File: config.mk
export PLATFORM = sky130hd
export DESIGN_NAME = card_clk_gen
export DESIGN_NICKNAME = d
export VERILOG_FILES = /design/src/rtl/ccg_pkg.sv /design/src/rtl/ccg_ctrl.sv /design/src/rtl/ccg_divider.sv /design/src/rtl/ccg_bypass_gate.sv /design/src/rtl/card_clk_gen.sv
export SDC_FILE = /design/constraint.sdc
export NUM_CORES = 1
export LEC_CHECK = 0
export ABC_AREA = 1
export BUFFER_PORTS_ARGS = -buffer_cell sky130_fd_sc_hd__buf_4
export CAP_MARGIN = 20
export CORE_MARGIN = 4
export CORE_UTILIZATION = 54
export CTS_CLUSTER_DIAMETER = 40
export CTS_CLUSTER_SIZE = 20
export DETAILED_ROUTE_END_ITERATION = 12
export PLACE_DENSITY = 0.77
export SETUP_SLACK_MARGIN = 0.2
export SLEW_MARGIN = 20
export SYNTH_ARGS = -nofsm -noshare
export SYNTH_HDL_FRONTEND = slang
export SYNTH_SLANG_ARGS = --single-unit
File: constraint.sdc
create_clock -name clk_i -period 2.8 [get_ports clk_i]
set_clock_uncertainty 0.05 [all_clocks]
set_input_delay 0.56 -clock clk_i [delete_from_list [all_inputs] [get_ports clk_i]]
set_output_delay 0.56 -clock clk_i [all_outputs]
set_load 0.02 [all_outputs]
File: src/rtl/ccg_pkg.sv
// Shared constants and types for the card clock generator.
// Assumes a 16-bit configuration word with the field positions below.
package ccg_pkg;
    localparam int F_EN    = 8;
    localparam int F_PSAVE = 9;
    localparam int F_BYP   = 10;
    localparam int F_W4    = 11;
    localparam int F_W8    = 12;
    localparam int F_ALT   = 15;

    typedef enum logic [1:0] {
        BW_1 = 2'b00,
        BW_4 = 2'b01,
        BW_8 = 2'b10
    } bus_w_e;
endpackage

File: src/rtl/ccg_ctrl.sv
// Decodes the configuration word into divide value, law, run and
// bypass controls, and registers the bus-width indication.
// Assumes HWFC_BIT is 13 or 14; the other of the two bits is spare.
module ccg_ctrl
    import ccg_pkg::*;
#(
    parameter int CFG_W    = 16,
    parameter int DIV_W    = 8,
    parameter int HWFC_BIT = 13
) (
    input  logic             clk_i,
    input  logic             rst_ni,
    input  logic [CFG_W-1:0] cfg_i,
    input  logic             stall_i,
    input  logic             busy_i,
    output logic [DIV_W-1:0] div_o,
    output logic             alt_o,
    output logic             div_go_o,
    output logic             byp_open_o,
    output bus_w_e           width_o
);
    localparam int SPARE_BIT = (HWFC_BIT == 14) ? 13 : 14;

    logic hwfc;
    logic run;
    logic cfg_unused;

    assign hwfc       = cfg_i[HWFC_BIT];
    assign cfg_unused = cfg_i[SPARE_BIT];
    assign div_o      = cfg_i[DIV_W-1:0];
    assign alt_o      = cfg_i[F_ALT];

    // Card clock may run: enabled, not stalled by the FIFO, not parked by power save.
    always_comb begin
        run        = cfg_i[F_EN] && !(hwfc && stall_i) && !(cfg_i[F_PSAVE] && !busy_i);
        div_go_o   = run && !cfg_i[F_BYP];
        byp_open_o = run && cfg_i[F_BYP];
    end

    // Bus width indication, 8-bit taking precedence over 4-bit.
    always_ff @(posedge clk_i) begin
        if (!rst_ni)             width_o <= BW_1;
        else if (cfg_i[F_W8])    width_o <= BW_8;
        else if (cfg_i[F_W4])    width_o <= BW_4;
        else                     width_o <= BW_1;
    end

    a_r10_width_legal: assert property (@(posedge clk_i) disable iff (!rst_ni)
        width_o != 2'b11);
endmodule

File: src/rtl/ccg_divider.sv
// Divided card clock: phase counter reloaded at each card edge from the
// live divide value, so a new value applies from the next edge on.
// Assumes go_i already folds in enable, stall, power save and bypass.
module ccg_divider #(
    parameter int DIV_W = 8
) (
    input  logic             clk_i,
    input  logic             rst_ni,
    input  logic [DIV_W-1:0] div_i,
    input  logic             alt_i,
    input  logic             go_i,
    output logic             div_clk_o,
    output logic             rise_o
);
    localparam int CNT_W = DIV_W + 1;

    logic [CNT_W-1:0] wide_n;
    logic [CNT_W-1:0] hi_len;
    logic [CNT_W-1:0] lo_len;
    logic [CNT_W-1:0] cnt_q;

    assign wide_n = {1'b0, div_i};

    // Phase lengths for the selected divide law.
    always_comb begin
        if (alt_i) begin
            hi_len = (wide_n + CNT_W'(2)) >> 1;
            lo_len = (wide_n + CNT_W'(3)) >> 1;
        end else begin
            hi_len = wide_n + CNT_W'(1);
            lo_len = wide_n + CNT_W'(1);
        end
    end

    // Phase counter and output toggle; rising only when allowed to run.
    always_ff @(posedge clk_i) begin
        if (!rst_ni) begin
            div_clk_o <= 1'b0;
            rise_o    <= 1'b0;
            cnt_q     <= '0;
        end else begin
            rise_o <= 1'b0;
            if (cnt_q != '0) begin
                cnt_q <= cnt_q - CNT_W'(1);
            end else if (div_clk_o) begin
                div_clk_o <= 1'b0;
                cnt_q     <= lo_len - CNT_W'(1);
            end else if (go_i) begin
                div_clk_o <= 1'b1;
                rise_o    <= 1'b1;
                cnt_q     <= hi_len - CNT_W'(1);
            end
        end
    end

    a_r11_strobe_on_rise: assert property (@(posedge clk_i) disable iff (!rst_ni)
        $rose(div_clk_o) |-> rise_o);
    a_r11_strobe_only_rise: assert property (@(posedge clk_i) disable iff (!rst_ni)
        rise_o |-> (div_clk_o && !$past(div_clk_o)));
    a_r9_no_runt: assert property (@(posedge clk_i) disable iff (!rst_ni)
        (div_clk_o && cnt_q != '0) |=> div_clk_o);
    a_r2_fall_at_end: assert property (@(posedge clk_i) disable iff (!rst_ni)
        (div_clk_o && cnt_q == '0) |=> !div_clk_o);
    a_r6_rest_low: assert property (@(posedge clk_i) disable iff (!rst_ni)
        (!div_clk_o && !go_i) |=> !div_clk_o);
endmodule

File: src/rtl/ccg_bypass_gate.sv
// Glitch-free gate for passing the master clock straight through.
// The enable changes only while the master clock is low, and it opens
// only when the divided clock is resting low.
module ccg_bypass_gate (
    input  logic clk_i,
    input  logic rst_ni,
    input  logic open_i,
    input  logic div_clk_i,
    output logic gate_o
);
    // Gate enable captured on the falling master edge.
    always_ff @(negedge clk_i) begin
        if (!rst_ni) gate_o <= 1'b0;
        else         gate_o <= open_i && !div_clk_i;
    end
endmodule

File: src/rtl/card_clk_gen.sv
// Card clock generator top: configuration decode, divided clock,
// bypass gate, and merging of the two into the card clock and strobe.
// Assumes the configuration word is stable around the falling edge.
module card_clk_gen
    import ccg_pkg::*;
#(
    parameter int CFG_W    = 16,
    parameter int DIV_W    = 8,
    parameter int HWFC_BIT = 13
) (
    input  logic             clk_i,
    input  logic             rst_ni,
    input  logic [CFG_W-1:0] clk_cfg_i,
    input  logic             fifo_stall_i,
    input  logic             path_busy_i,
    output logic             card_clk_o,
    output logic             card_stb_o,
    output logic [1:0]       bus_width_o
);
    logic [DIV_W-1:0] div_val;
    logic             alt_law;
    logic             div_go;
    logic             byp_open;
    logic             div_clk;
    logic             div_rise;
    logic             gate;
    bus_w_e           width;

    ccg_ctrl #(.CFG_W(CFG_W), .DIV_W(DIV_W), .HWFC_BIT(HWFC_BIT)) u_ctrl (
        .clk_i      (clk_i),
        .rst_ni     (rst_ni),
        .cfg_i      (clk_cfg_i),
        .stall_i    (fifo_stall_i),
        .busy_i     (path_busy_i),
        .div_o      (div_val),
        .alt_o      (alt_law),
        .div_go_o   (div_go),
        .byp_open_o (byp_open),
        .width_o    (width)
    );

    ccg_divider #(.DIV_W(DIV_W)) u_div (
        .clk_i     (clk_i),
        .rst_ni    (rst_ni),
        .div_i     (div_val),
        .alt_i     (alt_law),
        .go_i      (div_go),
        .div_clk_o (div_clk),
        .rise_o    (div_rise)
    );

    ccg_bypass_gate u_gate (
        .clk_i     (clk_i),
        .rst_ni    (rst_ni),
        .open_i    (byp_open),
        .div_clk_i (div_clk),
        .gate_o    (gate)
    );

    // Merge divided clock with the gated master clock.
    always_comb begin
        card_clk_o  = div_clk | (clk_i & gate);
        card_stb_o  = div_rise | gate;
        bus_width_o = width;
    end

    a_r5_paths_exclusive: assert property (@(posedge clk_i) disable iff (!rst_ni)
        div_rise |-> !gate);
endmodule

* After elaboration in Yosys (flattened, before gate mapping)
Index checks and enable logic that the tools add are counted.
** Word-level totals
- Register bits after elaboration :: 14
- Latch bits :: 0
- Bits in writable memories :: 0
- ROM bits :: 0
- Input port bits :: 20
- Logic and storage cells :: 41
- Memories :: 0
** Cells by class
- $add $sub $neg :: 6
- Multiply operators :: 0
- Div/mod/pow operators :: 0
- Magnitude comparators :: 0
- Eq/ne operators :: 0
- Shift operators :: 0
- Mux-type cells :: 9
- Bitwise gates (word level) :: 4
- Reductions and logical operators :: 16
** Operators by type and width (number)
- two-way mux 9 bit :: 5
- subtractor 9 x 1 -> 9 bit (second input constant) :: 3
- adder 8 x 2 -> 9 bit (second input constant) :: 2
- adder 8 x 1 -> 9 bit (second input constant) :: 1
- nonzero test 9 bit :: 1
- logical AND 1 bit :: 7
- logical NOT 1 bit :: 5
- OR reduction 2 bit :: 2
- two-way mux 1 bit :: 3
- nonzero test 3 bit :: 1
- two-way mux 2 bit :: 1
- OR 1 bit :: 2
- AND 1 bit :: 1
- NOT 1 bit :: 1

* Longest topological paths before layout
Gate-level depths: netlist (run 1).
- Depth in word-level cells :: 8
- Depth in mapped cells :: 17

* By module
From an unflattened synthesis (run 1), not the netlist that was laid out.
** Unflattened totals
- Cell total of the unflattened synthesis :: 235
- Area total of the unflattened synthesis :: 1393.8 um^2
** By module, submodules not included
- ccg_divider :: times used 1, cells each 203, area an instance 1179.9 um^2
- ccg_ctrl :: times used 1, cells each 22, area an instance 157.7 um^2
- ccg_bypass_gate :: times used 1, cells each 4, area an instance 33.8 um^2
- card_clk_gen :: times used 1, cells each 6, area an instance 22.5 um^2

==> results of run 1 <==
## timing repair
action                     CTS  global route
pin swaps                    2             0
setup endpoints to repair    3             3
gates resized for setup      3             0
gates cloned                 0             0
hold endpoints to repair     0             0
hold buffers                 0             0
## state kept, by name, summed over array words and instances (netlist names)
register and cells:
u_div.cnt_q 9, u_div.rise_o 1, u_gate.gate_o 1, u_div.div_clk_o 1, u_ctrl.width_o 2
## cell usage after synthesis
library cell  number  area, um^2
a21oi_1           12        60.1
a31o_2             1        8.76
a31oi_1            1        6.26
buf_2              1        5.00
buf_4              1        7.51
buf_6              1        11.3
dfxtp_1           14         280
ha_1               5        62.6
inv_1             36         135
nand2_1           58         218
nand2_2            3        18.8
nand2_4            1        11.3
nand3_1           30         150
nand3_2            2        20.0
nand4_1            4        25.0
nor2_1            30         113
nor2_2             3        18.8
nor2_4             2        22.5
nor2_8             1        20.0
nor3_1             3        15.0
nor4_1             1        6.26
o21ai_0            7        35.0
o21bai_2           1        11.3
o22ai_1            1        6.26
or2_2              3        18.8
xnor2_1            1        8.76
xor2_1             1        8.76
## cell usage in the layout (no fill, tap or decap), drive strengths merged
cell type,Yosys,layout
dfxtp,14,14
buf,3,22
nor3,3,3
o21bai,1,1
a21oi,12,12
a31oi,1,1
o22ai,1,1
xor2,1,1
nand4,4,4
inv,36,36
nor2,36,36
ha,5,5
nand3,32,32
o21ai,7,7
nand2,62,62
nor4,1,1
xnor2,1,1
clkbuf,0,7
or2,3,3
a31o,1,1
## layout make-up
class / count / share of cell area
well taps: 28 / 0.0226
inverters: 35 / 0.0847
clock buffers: 8 / 0.0452
clock inverters: 1 / 0.00242
multi-input cells: 171 / 0.559
repair buffers: 21 / 0.104
flip-flops and latches: 14 / 0.182
## metrics by stage
step | worst slack, ns | utilization
floorplan | 0.235 | -
global placement | 0.116 | 0.658
detailed placement | 0.105 | 0.658
CTS | -0.336 | 0.688
global route | -0.363 | 0.688
finish | -0.335 | 0.688
## report_power, final
group	internal [mW]	switching, mW	total [mW]
Clock	0.134	0.0944	0.228
Combinational	0.304	0.542	0.846
Sequential	0.258	0.0221	0.280
Total	0.695	0.658	1.35
## metal layers
layer	track usage	up-vias	wire [um]
met1	0.266	687	1450
met4	0.0927	0	70
li1	-	763	-
met3	0.0566	10	214
met2	0.380	56	1610
met5	0	-	0
## logic make-up (layout without fill, tap and decap cells)
| family | after synthesis | count (layout) | synth area share |
|---|---|---|---|
| AO/OA/AOI/OAI | 23 | 23 | 0.0979 |
| flip-flops | 14 | 14 | 0.215 |
| buffers and inverters | 39 | 65 | 0.122 |
| adder cells (fa/ha/maj) | 5 | 5 | 0.0480 |
| XOR/XNOR | 2 | 2 | 0.0134 |
| AND/OR/NAND/NOR | 141 | 141 | 0.504 |
## worst max-delay path by stage
| stage | endpoint | depth (start not counted) | start | slack, ns |
|---|---|---|---|---|
| 2_1_floorplan | card_stb_o | 1 | u_gate.gate_o | 0.24 |
| 6_report | card_stb_o | 2 | u_gate.gate_o | -0.34 |
| 5_1_grt | card_stb_o | 2 | u_gate.gate_o | -0.36 |
| 3_3_place_gp | card_stb_o | 2 | u_gate.gate_o | 0.12 |
| 3_5_place_dp | card_stb_o | 2 | u_gate.gate_o | 0.11 |
| 4_1_cts | card_stb_o | 2 | u_gate.gate_o | -0.34 |
==> key figures, run 1 <==
Clock tree
  • Post-CTS Setup Repair Bufs: 0
  • TritonCTS clock tree: built
  • Clock-pin transition on the worst setup and hold timing paths: 0.09 ns
  • Clock Latency Late Sink: 0.39 ns

Routing
  • Initial DRT Pass Iterations: 4
  • Routed len/inst: 12.0 um
  • Via-to-Cell Ratio: around 5.5
  • # DRC: 0
  • Initial DRC count: 52
  • Via count: 1516
  • ANT nets after route: 0
  • Detailed Route WL: 3.35 mm

Worst setup path
  • Crit. End Element: output port
  • Critical path, cell by cell: or2_4 -> buf_6
  • RR Startpoint: u_div.div_clk_o
  • Slowest CP cell: dfxtp_2
  • CP delay by family, top: flip-flops
  • Critical Path Max Stage Delay: 0.31 ns
  • R2R setup slack: 0.63 ns
  • CP bufs+invs: 1
  • Kind of critical path: reg -> out
  • WP data required: roughly 2.2 ns
  • Startpoint types: register
  • CP max FO: 2
  • R2r worst-path depth: 3
  • Crit path DAT: between 2 and 3 ns
  • R2r endpoint: u_gate.gate_o

Synthesis
  • Post-Syn Area: between 1000 and 1500 um^2
  • Synth Instances: around 220
  • Syn Nets: 249
  • Yosys warning count: 0
  • Library cells used by synthesis: 27
  • Flip-flop and latch count after synthesis: 14
  • Mean post-synth cell area: 5.82 um^2
  • Sequential fraction of the synthesis area: 0.215

Power
  • Peak supply drop: 0.725 mV
  • Pwr Total: 1.35 mW
  • Pwr Density: slightly below 900 nW/um^2
  • Leakage: 0.825 nW

Die
  • Die area: approximately 3300 um^2
  • I/O pin cnt: 24
  • Die Y: 57.1 um
  • Die Wd: 57.1 um
  • Starting Density: 0.578
  • Core footprint: roughly 2300 um^2
  • Row cnt: 17

Min path
  • Hold path startpoint: clk_cfg_i[12]
  • Hold depth: 2
  • Hold Path Sink: u_ctrl.width_o[0]
  • Hold/Removal Path Class: in -> reg

Global routing
  • First-pass GRT wire length: around 5.8 mm
  • GRT Util Overall: 0.223
  • Remaining global-route overflow: 0
  • Vias in the first global route: between 1000 and 1500
  • Largest net degree at the start of global routing: 11
  • Initial antenna violation count: 0

STA
  • Setup_tns: -0.554 ns
  • Post-Route Hold Slack: 0.278 ns
  • Final slew viol count: 0
  • Fin. Hold Viols: 0
  • Setup Viol. Count Final: 3
  • Worst relative slew slack: 0.721
  • Least-Margin Pin Slew: 0.415 ns
  • RSZ-0062 raised after global routing: yes
  • Setup WS post-layout: -0.335 ns

Layout
  • Fill count: 218
  • Ant diodes: 0
  • Final Non-Filler Cells: 278
  • Fraction of layout cells with a size suffix above 1: 0.188
  • Final Cell Area: 1550 um^2
  • Area of the multi-input gates: 867 um^2
  • Reg area: between 200 and 300 um^2
  • Layout area overhead: 18.9%
  • Nets: about 280

Placement
  • Buffers on Ports: 22
  • Detailed Place HPWL: between 2 and 3 mm
  • Placed cell count: 271
  • Dpl cell area: 1480 um^2
  • Final RePlAce weighted congestion: 0.836

Outcome
  • Violated checks: setup timing
  • Status: complete, but fails checks

Run
  • Total of max-cap violations: 0
Note: power is estimated with default switching activity, not from simulation.
==> run 2, diff against run 1 <==
--- a/config.mk
+++ b/config.mk
@@ -9,12 +9,13 @@
 export BUFFER_PORTS_ARGS = -buffer_cell sky130_fd_sc_hd__buf_4
 export CAP_MARGIN = 20
 export CORE_MARGIN = 4
-export CORE_UTILIZATION = 54
+export CORE_UTILIZATION = 55
 export CTS_CLUSTER_DIAMETER = 40
 export CTS_CLUSTER_SIZE = 20
 export DETAILED_ROUTE_END_ITERATION = 12
-export PLACE_DENSITY = 0.77
+export PLACE_DENSITY = 0.78
 export SETUP_SLACK_MARGIN = 0.2
+export SKIP_LAST_GASP = 1
 export SLEW_MARGIN = 20
 export SYNTH_ARGS = -nofsm -noshare
 export SYNTH_HDL_FRONTEND = slang
==> run 2 against run 1 <==
The run still ends with setup timing left. Sequential share of layout area increased by 0.12 points. Design area decreased by 0.65%. Non-clock buffer count unchanged. Largest cell class unchanged. First-iteration DRC count increased by 44%. Sequential power about the same. Hold slack got worse by 0.0052 ns. Total power decreased by 1.2%.
==> key figures, run 2 (same netlist as run 1, synthesis figures left out) <==
Global routing
  • Remaining global-route overflow: 0 (unchanged)
  • Vias in the first global route: 1504 (+5.0%)
  • Largest net degree at the start of global routing: 11 (unchanged)
  • GRT Util Overall: 0.228 (+0.00464)
  • Initial antenna violation count: 0 (unchanged)
  • First-pass GRT wire length: 5.87 mm (+0.36%)

Layout
  • Reg area: 282 um^2 (unchanged)
  • Nets: 276 (unchanged)
  • Final Non-Filler Cells: 278 (unchanged)
  • Area of the multi-input gates: 867 um^2 (unchanged)
  • Ant diodes: 0 (unchanged)
  • Most common cell after layout, fill and taps aside: nand2_1
  • Layout area overhead: 18.1%
  • Largest Register: u_div.cnt_q
  • Top Registers: u_div.cnt_q: 9 flops, u_ctrl.width_o: 2 flops
  • Fill count: 210 (-3.7%)
  • Final core occ: 0.690 (+0.00207)
  • Fraction of layout cells with a size suffix above 1: 0.184 (-0.00400)
  • Most frequent cells in the layout: nand2_1 (58), inv_1 (36), nand3_1 (30), nor2_1 (30), buf_4 (20)
  • Largest register FFs: 9 (unchanged)

Clock tree
  • TritonCTS clock tree: built
  • Clock-pin transition on the worst setup and hold timing paths: 0.08 ns (about the same)
  • Post-CTS Setup Repair Bufs: 0 (unchanged)
  • Clock Latency Late Sink: 0.41 ns (+0.02 ns)

STA
  • Least-Margin Pin Slew: 0.379 ns (-0.0359 ns)
  • Setup WS post-layout: -0.320 ns (+0.0153 ns)
  • Setup_tns: -0.539 ns (+0.0150 ns)
  • Post-Route Hold Slack: 0.273 ns (-0.00515 ns)
  • Worst relative slew slack: 0.746 (+0.0255)
  • Fin. Hold Viols: 0 (unchanged)
  • Setup Viol. Count Final: 3 (unchanged)
  • Final slew viol count: 0 (unchanged)
  • RSZ-0062 raised after global routing: yes

Die
  • Row cnt: 17 (unchanged)
  • Die Wd: 56.7 um (-0.79%)
  • Starting Density: 0.584 (+0.00551)
  • Die Y: 56.7 um (-0.79%)
  • I/O pin cnt: 24 (unchanged)
  • Core footprint: 2230 um^2 (-0.94%)
  • Die area: 3210 um^2 (-1.6%)

Routing
  • Routed len/inst: 12.3 um (+1.9%)
  • Via count: 1532 (+1.1%)
  • # DRC: 0 (unchanged)
  • Initial DRC count: 75 (+44%)
  • ANT nets after route: 0 (unchanged)
  • Detailed Route WL: 3.41 mm (+1.9%)
  • Initial DRT Pass Iterations: 4 (unchanged)
  • Via-to-Cell Ratio: 5.51 (+1.1%)

Worst setup path
  • Kind of critical path: reg -> out
  • Crit. End Element: output port
  • Critical path, cell by cell: or2_4 -> buf_6
  • WP data required: 2.19 ns (about the same)
  • Slowest CP cell: dfxtp_2
  • CP max FO: 2 (unchanged)
  • Crit path DAT: 2.51 ns (-0.02 ns)
  • Startpoint types: register
  • Critical Path Max Stage Delay: 0.31 ns (about the same)

Placement
  • Buffers on Ports: 22 (unchanged)
  • Placed cell count: 271 (unchanged)
  • Final RePlAce weighted congestion: 0.826 (-1.2%)
  • Detailed Place HPWL: 2.70 mm (+2.0%)

Run
  • Total of max-cap violations: 0 (unchanged)

Outcome
  • Violated checks: setup timing
  • Status: complete, but fails checks

Power
  • Pwr Density: 868 nW/um^2 (-0.53%)
  • Leakage: 0.819 nW (-0.72%)
  • Pwr Total: 1.34 mW (-1.2%)
  • Peak supply drop: 0.834 mV (+15%)

Min path
  • Hold/Removal Path Class: in -> reg
-- run 2: cell counts in the layout (fill, tap and decap cells not counted) --
No cell type changed its count.
-- run 2: path summary, 6_finish.rpt --
check | to | slack [ns] | depth (start not counted) | from
max reg2reg | u_gate.gate_o | 0.62 | 3 | u_div.div_clk_o
min | u_ctrl.width_o[0] | 0.27 | 2 | clk_cfg_i[12]
max | card_stb_o | -0.32 | 2 | u_gate.gate_o
min reg2reg | u_div.cnt_q[0] | 0.51 | 3 | u_div.cnt_q[0]
-- run 2: layout make-up --
type | instances | share of cell area
Multi-Input combinational cell | 171 | 0.563
Tap cell | 28 | 0.0227
Clock inverter | 1 | 0.00244
Timing Repair Buffer | 21 | 0.105
Clock buffer | 8 | 0.0390
Sequential cell | 14 | 0.183
Inverter | 35 | 0.0853
-- run 2: where the power goes --
part | switching (mW) | leakage (nW) | total [mW] | internal, mW
clock | 0.0928 | 0.0482 | 0.203 | 0.110
sequential | 0.0227 | 0.116 | 0.280 | 0.258
combinational | 0.550 | 0.655 | 0.855 | 0.305
total | 0.665 | 0.819 | 1.34 | 0.672
-- run 2: repair_timing --
item | in CTS | in global routing
endpoints found under the setup margin | 3 | 3
gates resized for setup | 3 | 0
pin swaps | 1 | 0
hold buffers | 0 | 0
-- run 2: critical path: cells and delay by family (launching register included) --
kind | cells | cell delay (ns)
simple gates | 1 | 0.22
flops | 1 | 0.31
buf+inv | 1 | 0.13
-- run 2: metal layers --
layer	wire (um)	GRT usage	vias to the layer above	part of all wire
met3	238	0.0644	7	0.070
met2	1680	0.376	57	0.49
met4	34	0.112	0	0.010
met5	0	0	-	0
li1	-	-	762	-
met1	1460	0.267	706	0.43
-- run 2: stage by stage --
step / instance area (um^2) / setup WS [ns]
5_1_grt: 1540 / -0.348
3_3_place_gp: 1480 / 0.116
6_report: 1540 / -0.320
3_5_place_dp: 1480 / 0.114
4_1_cts: 1540 / -0.326
2_1_floorplan: 1310 / 0.235
